--- src/rtl/rcc_pkg.sv ---
package rcc_pkg;
  localparam int unsigned DATA_W  = 8;
  localparam int unsigned ADDR_W  = 1;
  localparam int unsigned NSRC    = 4;
  localparam int unsigned CTRL_W  = 2;

  localparam logic [ADDR_W-1:0] ADDR_CAUSE = 1'b0;
  localparam logic [ADDR_W-1:0] ADDR_CTRL  = 1'b1;

  // cause bit positions (software decodes these)
  localparam int unsigned B_POR = 0;
  localparam int unsigned B_EXT = 1;
  localparam int unsigned B_WDT = 2;
  localparam int unsigned B_BOD = 3;

  // control bit positions
  localparam int unsigned C_GPIO = 0;
  localparam int unsigned C_DIS  = 1;

  localparam logic [NSRC-1:0] CAUSE_PWRUP = 4'b0001;
endpackage

--- src/rtl/rcc_cause_reg.sv ---
module rcc_cause_reg
  import rcc_pkg::*;
(
  input  logic            clk,
  input  logic            rst_n,
  input  logic [NSRC-1:0] lvl_i,
  input  logic            sw_clr_en_i,
  input  logic [NSRC-1:0] sw_clr_mask_i,
  output logic [NSRC-1:0] cause_o
);
  logic [NSRC-1:0] prev_q, cause_q, cause_d, fall, hw_set, hw_clr, sw_clr;
  logic            cause_en;

  always_comb begin
    fall   = prev_q & ~lvl_i;
    hw_set = '0;
    hw_clr = '0;
    hw_set[B_EXT] = fall[B_EXT];
    hw_set[B_WDT] = fall[B_WDT];
    hw_set[B_BOD] = fall[B_BOD];
    if (fall[B_POR]) hw_set = hw_set | lvl_i | CAUSE_PWRUP;
    hw_clr[B_WDT] = fall[B_EXT] | fall[B_BOD];
    sw_clr   = sw_clr_en_i ? sw_clr_mask_i : '0;
    cause_en = lvl_i[B_POR] | (|fall) | sw_clr_en_i;
    if (lvl_i[B_POR]) cause_d = CAUSE_PWRUP;
    else              cause_d = (cause_q & ~hw_clr & ~sw_clr) | hw_set;
  end

  always_ff @(posedge clk or negedge rst_n) begin
    if (!rst_n) begin
      prev_q  <= CAUSE_PWRUP;
      cause_q <= CAUSE_PWRUP;
    end else begin
      prev_q <= lvl_i;
      if (cause_en) cause_q <= cause_d;
    end
  end

  assign cause_o = cause_q;
endmodule

--- src/rtl/rcc_ctrl_reg.sv ---
module rcc_ctrl_reg
  import rcc_pkg::*;
(
  input  logic              clk,
  input  logic              rst_n,
  input  logic              cold_clr_i,
  input  logic              wr_en_i,
  input  logic [CTRL_W-1:0] wdata_i,
  output logic [CTRL_W-1:0] ctrl_o
);
  logic [CTRL_W-1:0] ctrl_q, ctrl_d;
  logic              ctrl_en;

  always_comb begin
    ctrl_en = cold_clr_i | wr_en_i;
    ctrl_d  = cold_clr_i ? '0 : wdata_i;
  end

  always_ff @(posedge clk or negedge rst_n) begin
    if (!rst_n)       ctrl_q <= '0;
    else if (ctrl_en) ctrl_q <= ctrl_d;
  end

  assign ctrl_o = ctrl_q;
endmodule

--- src/rtl/rcc_rel_sync.sv ---
module rcc_rel_sync #(
  parameter int unsigned STAGES = 2
) (
  input  logic clk,
  input  logic rst_n,
  input  logic event_i,
  output logic rst_out_n
);
  logic              clr_n;
  logic [STAGES-1:0] chain_q, chain_d;

  assign clr_n   = rst_n & ~event_i;
  assign chain_d = {chain_q[STAGES-2:0], 1'b1};

  always_ff @(posedge clk or negedge clr_n) begin
    if (!clr_n) chain_q <= '0;
    else        chain_q <= chain_d;
  end

  assign rst_out_n = chain_q[STAGES-1];
endmodule

--- src/rtl/rst_cause_unit.sv ---
module rst_cause_unit
  import rcc_pkg::*;
#(
  parameter int unsigned SYNC_STAGES = 2
) (
  input  logic              clk,
  input  logic              rst_n,
  input  logic              por_i,
  input  logic              ext_rst_i,
  input  logic              wdt_timeout_i,
  input  logic              wdt_rst_en_i,
  input  logic              bod_i,
  input  logic [ADDR_W-1:0] reg_addr_i,
  input  logic              reg_wr_i,
  input  logic [DATA_W-1:0] reg_wdata_i,
  output logic [DATA_W-1:0] reg_rdata_o,
  output logic              gpio_fast_mode_o,
  output logic              mc_warm_rst_n_o,
  output logic              mc_cold_rst_n_o
);
  localparam int unsigned NOUT = 2;

  logic [NSRC-1:0]   lvl, cause_q;
  logic [CTRL_W-1:0] ctrl_q;
  logic              cold_src, warm_src, sel_cause, sel_ctrl;
  logic [NOUT-1:0]   evt, rst_n_vec;

  always_comb begin
    lvl        = '0;
    lvl[B_POR] = por_i;
    lvl[B_EXT] = ext_rst_i;
    lvl[B_WDT] = wdt_timeout_i & wdt_rst_en_i;
    lvl[B_BOD] = bod_i;
    cold_src   = por_i | bod_i;
    warm_src   = |lvl;
    sel_cause  = (reg_addr_i == ADDR_CAUSE);
    sel_ctrl   = (reg_addr_i == ADDR_CTRL);
    evt[0]     = warm_src;
    evt[1]     = cold_src | (~ctrl_q[C_DIS] & warm_src);
  end

  rcc_cause_reg u_cause (
    .clk          (clk),
    .rst_n        (rst_n),
    .lvl_i        (lvl),
    .sw_clr_en_i  (reg_wr_i & sel_cause),
    .sw_clr_mask_i(reg_wdata_i[NSRC-1:0]),
    .cause_o      (cause_q)
  );

  rcc_ctrl_reg u_ctrl (
    .clk       (clk),
    .rst_n     (rst_n),
    .cold_clr_i(cold_src),
    .wr_en_i   (reg_wr_i & sel_ctrl),
    .wdata_i   (reg_wdata_i[CTRL_W-1:0]),
    .ctrl_o    (ctrl_q)
  );

  for (genvar g = 0; g < NOUT; g++) begin : g_rel
    rcc_rel_sync #(.STAGES(SYNC_STAGES)) u_sync (
      .clk      (clk),
      .rst_n    (rst_n),
      .event_i  (evt[g]),
      .rst_out_n(rst_n_vec[g])
    );
  end

  assign reg_rdata_o      = sel_cause ? DATA_W'(cause_q) : DATA_W'(ctrl_q);
  assign gpio_fast_mode_o = ctrl_q[C_GPIO];
  assign mc_warm_rst_n_o  = rst_n_vec[0];
  assign mc_cold_rst_n_o  = rst_n_vec[1];
endmodule

--- config.mk ---
export PLATFORM = sky130hd
export DESIGN_NAME = rst_cause_unit
export DESIGN_NICKNAME = d
export VERILOG_FILES = /design/src/rtl/rcc_pkg.sv /design/src/rtl/rcc_cause_reg.sv /design/src/rtl/rcc_ctrl_reg.sv /design/src/rtl/rcc_rel_sync.sv /design/src/rtl/rst_cause_unit.sv
export SDC_FILE = /design/constraint.sdc
export NUM_CORES = 1
export LEC_CHECK = 0
export BUFFER_PORTS_ARGS = -buffer_cell sky130_fd_sc_hd__buf_4
export CORE_MARGIN = 5
export CORE_UTILIZATION = 47
export DETAILED_ROUTE_END_ITERATION = 10
export GPL_TIMING_DRIVEN = 0
export PLACE_DENSITY_LB_ADDON = 0.08
export SLEW_MARGIN = 30
export SYNTH_ARGS = -nofsm -noshare
export SYNTH_HDL_FRONTEND = slang
export SYNTH_HIERARCHICAL = 1
export SYNTH_SLANG_ARGS = --single-unit
--- constraint.sdc ---
create_clock -name clk -period 1.4 [get_ports clk]
set_input_delay 0.14 -clock clk [delete_from_list [all_inputs] [get_ports clk]]
set_output_delay 0.14 -clock clk [all_outputs]
set_load 0.01 [all_outputs]
### Yosys cells after proc, flatten, opt, wreduce, memory -nomap -nowiden

Cells that the tools add are included.
W data, S select, Z words.

| cells by class | value |
|---|---|
| mux-type cells | 5 |
| bitwise operators | 24 |
| reduce and logical (&&, ||, !) cells | 2 |

Operators with widths:

| kind | number |
|---|---|
| $mux W4 | 4 |
| $and A4 B4 Y4 | 3 |
| $not A4 Y4 | 2 |
| $or A4 B4 Y4 | 2 |
| $reduce_or A4 Y1 | 2 |
| $and A1 B1 Y1 | 6 |
| $or A1 B1 Y1 | 6 |
| $not A1 Y1 | 4 |
| $not A3 Y4 | 1 |
| $mux W2 | 1 |

| word-level totals | value |
|---|---|
| register bits after elaboration | 14 |
| input port bits | 17 |
| output and inout port bits | 11 |

### Logic depth before layout (Yosys ltp)

| logic depth | value |
|---|---|
| word-level depth | 9 |
| gate-level depth with buffers | 4 |
| gate-level depth less buffers | 4 |

### Hierarchy

Netlist, hierarchy kept.

By module, submodules not included:

| module | times used | cells each | area an instance (um^2) | seq. area each (um^2) |
|---|---|---|---|---|
| rcc_cause_reg | 1 | 23 | 295.3 | 202.7 |
| rcc_rel_sync | 2 | 4 | 67.6 | 50.0 |
| rst_cause_unit | 1 | 17 | 117.6 | 0.0 |
| rcc_ctrl_reg | 1 | 6 | 77.6 | 50.0 |

### Least setup slack after synthesis

Ideal clock, no wire load.

| path | value |
|---|---|
| path type | reg2out |
| from | register u_ctrl.ctrl_q[0], in the netlist u_ctrl/ctrl_o[0] |
| to | output reg_rdata_o[0] |
| arrival time | 696 ps |
| required time | 1,260 ps |
| slack | 564 ps |
| cell stages (with the launch flop) | 2 |
| buffers on the path | 0 |
| cells stage by stage | dfrtp_1 mux2_2 |

| between the ends | value |
|---|---|
| word-level cells in the longest chain between the ends | 1 |

RTL lines:

| what | RTL line | text |
|---|---|---|
| from (decl) | rcc_ctrl_reg.sv:11 | `logic [CTRL_W-1:0] ctrl_q, ctrl_d;` |
| from (signal assigned) | rcc_ctrl_reg.sv:21 | `else if (ctrl_en) ctrl_q <= ctrl_d;` |
| $mux W4 | rst_cause_unit.sv:69 | `assign reg_rdata_o = sel_cause ? DATA_W'(cause_q) : DATA_W'(ctrl_q);` |
| to (decl) | rst_cause_unit.sv:16 | `output logic [DATA_W-1:0] reg_rdata_o,` |

Every way passes these cells.

### Final worst setup path

| path | value |
|---|---|
| from | register u_ctrl.ctrl_q[1], in the netlist u_ctrl/ctrl_o[1] |
| to | output reg_rdata_o[1] |

Same word-level chain as after synthesis.

==> reports/results.txt <==
F_max -> 0.824 GHz
Root Driver -> clkbuf_4
Max VDD drop -> 0.533 mV
Port bufs -> 19
# clock sinks -> 14
H-tree Lvls -> 1
EDFF count, synth -> 0
Cts repair resizes -> 0
Router iterations before antenna repair -> 4
Antenna cells -> 0
WL/cell -> 11.6 um
Final ANT Viol Nets -> 0
Initial antenna violation count -> 0
Fin cells -> 96
CTS clock-pin slew for the worst setup and hold paths -> 80 ps
Leakage -> 0.419 nW
Place WS -> 406 ps
Hpwl dp -> 857 um
Hold_ws -> 8.51 ps
Die area -> 2160 sq um
Seq/Total Area, Yosys -> 0.564
Maxcap violations -> 0
Total Routing Usage GR -> 0.128
Syn Area/Cell -> 11.6 sq um
Pwr Density -> 925 nW/um^2
CTS Buf Count -> 3
Final setup fails -> 0
#FFs+latches synth -> 14
Layout cells sized above 1 -> 0.457
R2r startpoint -> u_cause/prev_q[3]
Detailed-route via count -> 433
Inst Count DP -> 91
Hold Buf Count CTS -> 2
Slowest cell on crit path -> dfrtp_1
Synth Cell Area -> 626 sq um
Post-CTS setup buffer count -> 0
Largest net degree at the start of global routing -> 13
Top Family by Delay on Critical Path -> flip-flops
First-iteration detailed-routing DRC count -> 5
First-pass GRT wire length -> 1920 um
Syn Inst Count -> 54
CTS tree -> done
Ys flop type -> dfrtp_1
Initial Util -> 0.487
CORE AREA -> 1280 sq um
Crit share post-route -> 0.867
Placer Congestion -> 0.703
Drt total wl -> 1110 um
WP buf/inv -> 1
Clock latency on the worst-skew pair -> 270 ps
Cell variety after synth -> 21
Leading area contributor after synthesis -> dfrtp_1
Slew Limit Fails -> 0
Worst Skew -> 2.84 ps
Post-synth ARST share -> 1.00
Fin nets -> 100
Area grow syn2layout -> 34.4%
Final setup margin -> 187 ps
Most frequent cells after synthesis -> 12 x dfrtp_1, 7 x nand2_1, 4 x buf_4, 4 x nor2_1
Crit path arrival time -> 1070 ps
Grt ovf -> 0
Setup TNS -> 0 ps
Hold_sp -> por_i
Setup CP Type -> flip-flop to output pin
Hold Vio Cnt, Final -> 0
Hold Path Class -> primary input to flip-flop
Core Rows -> 13
Post-layout min period -> 1210 ps
Crit path largest cell delay -> 400 ps
Crit. End Element -> output pin
Die Wd -> 46.5 um
Residual DRC -> 0
Worst-case clock buffer depth -> 2
Vias in the first global route -> 467
Critical path fanouts, max -> 3
Chip height -> 46.5 um
Ports -> 28
Startpoint types -> flip-flop
Critical path, cell by cell -> mux2_2, buf_4
Critical path origin -> u_ctrl/ctrl_o[1]
Post-synth top area share -> 0.480
Syn. warnings -> 6
Vias per cell -> 4.51
Outcome -> finished, final reports clean
RSZ-0062 raised after global routing -> no
CP Data Required Time -> 1260 ps
Most frequent cell after synthesis -> dfrtp_1
Top cells by area, synth -> dfrtp_1 48%, dfstp_2 8.4%, mux2i_1 4.8%
## area by class of cell
cell class	count	area, sq um
Fill cell	117	444
Inverter	1	3.75
Clock buffer	3	22.5
Buffer	4	30.0
Multi-Input combinational cell	38	250
Sequential cell	14	353
Timing Repair Buffer	21	163
Tap cell	15	18.8
## registers in the layout (all words and copies together), names as in the netlist
name                  count
g_rel.u_sync/chain_q      4
u_cause/cause_o           4
u_cause/prev_q            4
u_ctrl/ctrl_o             2
## worst paths after layout
kind / slack, ps / end / depth (start not counted)
min in group asynchronous: 40 / g_rel[0].u_sync/chain_q[1] / 4
worst max-delay path: 190 / reg_rdata_o[1] / 2
worst min-delay path: 9 / u_cause/prev_q[0] / 1
worst min register to register: 330 / g_rel[1].u_sync/chain_q[1] / 2
worst max register to register: 520 / u_cause/cause_o[2] / 3
max in group asynchronous: 610 / g_rel[1].u_sync/chain_q[0] / 5
## placed cells by master, fill, tap and decap left out, drive strengths merged
master       instances
buf                 23
dfrtp               12
nand2                7
conb                 6
nor2                 4
and2b                3
clkbuf               3
mux2i                3
nor2b                3
mux2                 2
a21oi                2
dlygate4sd3          2
dfstp                2
and2                 2
inv                  1
o21ai                1
a211o                1
a221oi               1
nand2b               1
nand4b               1
a31oi                1
## power breakdown
part	internal (mW)	total (mW)	switching [mW]
Clock	0.0994	0.216	0.117
Sequential	0.426	0.436	0.00935
Combinational	0.0719	0.126	0.0541
## worst reg2reg max path, cell delays in order, from the launching register on
cell and delay (ps):
dfrtp_1 350, nor2b_1 140, nand4b_1 170, a21oi_1 150
## per-stage QoR
stage / total power [mW] / utilization / instance area, sq um
6_report: 0.778 / 0.654 / 841
2_1_floorplan: 0.503 / - / 637
3_5_place_dp: 0.566 / 0.621 / 798
4_1_cts: 0.783 / 0.654 / 841
3_3_place_gp: 0.565 / 0.621 / 798
5_1_grt: 0.817 / 0.654 / 841
## kinds of logic after synthesis
| family | Yosys count | synth area share |
|---|---|---|
| AO/OA/AOI/OAI | 6 | 0.0720 |
| buffers and inverters | 5 | 0.0540 |
| flip-flops | 14 | 0.564 |
| multiplexers | 5 | 0.0840 |
| other | 3 | 0.0180 |
| AND/OR/NAND/NOR | 21 | 0.208 |
## routing by layer
metal / vias up / wire length, um / global-route usage
met1: 194 / 464 / 0.153
met4: 0 / 5 / 0.0682
met2: 17 / 512 / 0.209
met3: 2 / 132 / 0.0313
li1: 220 / - / -
met5: - / 0 / 0
No activity file was read; power rests on OpenSTA's default activity.
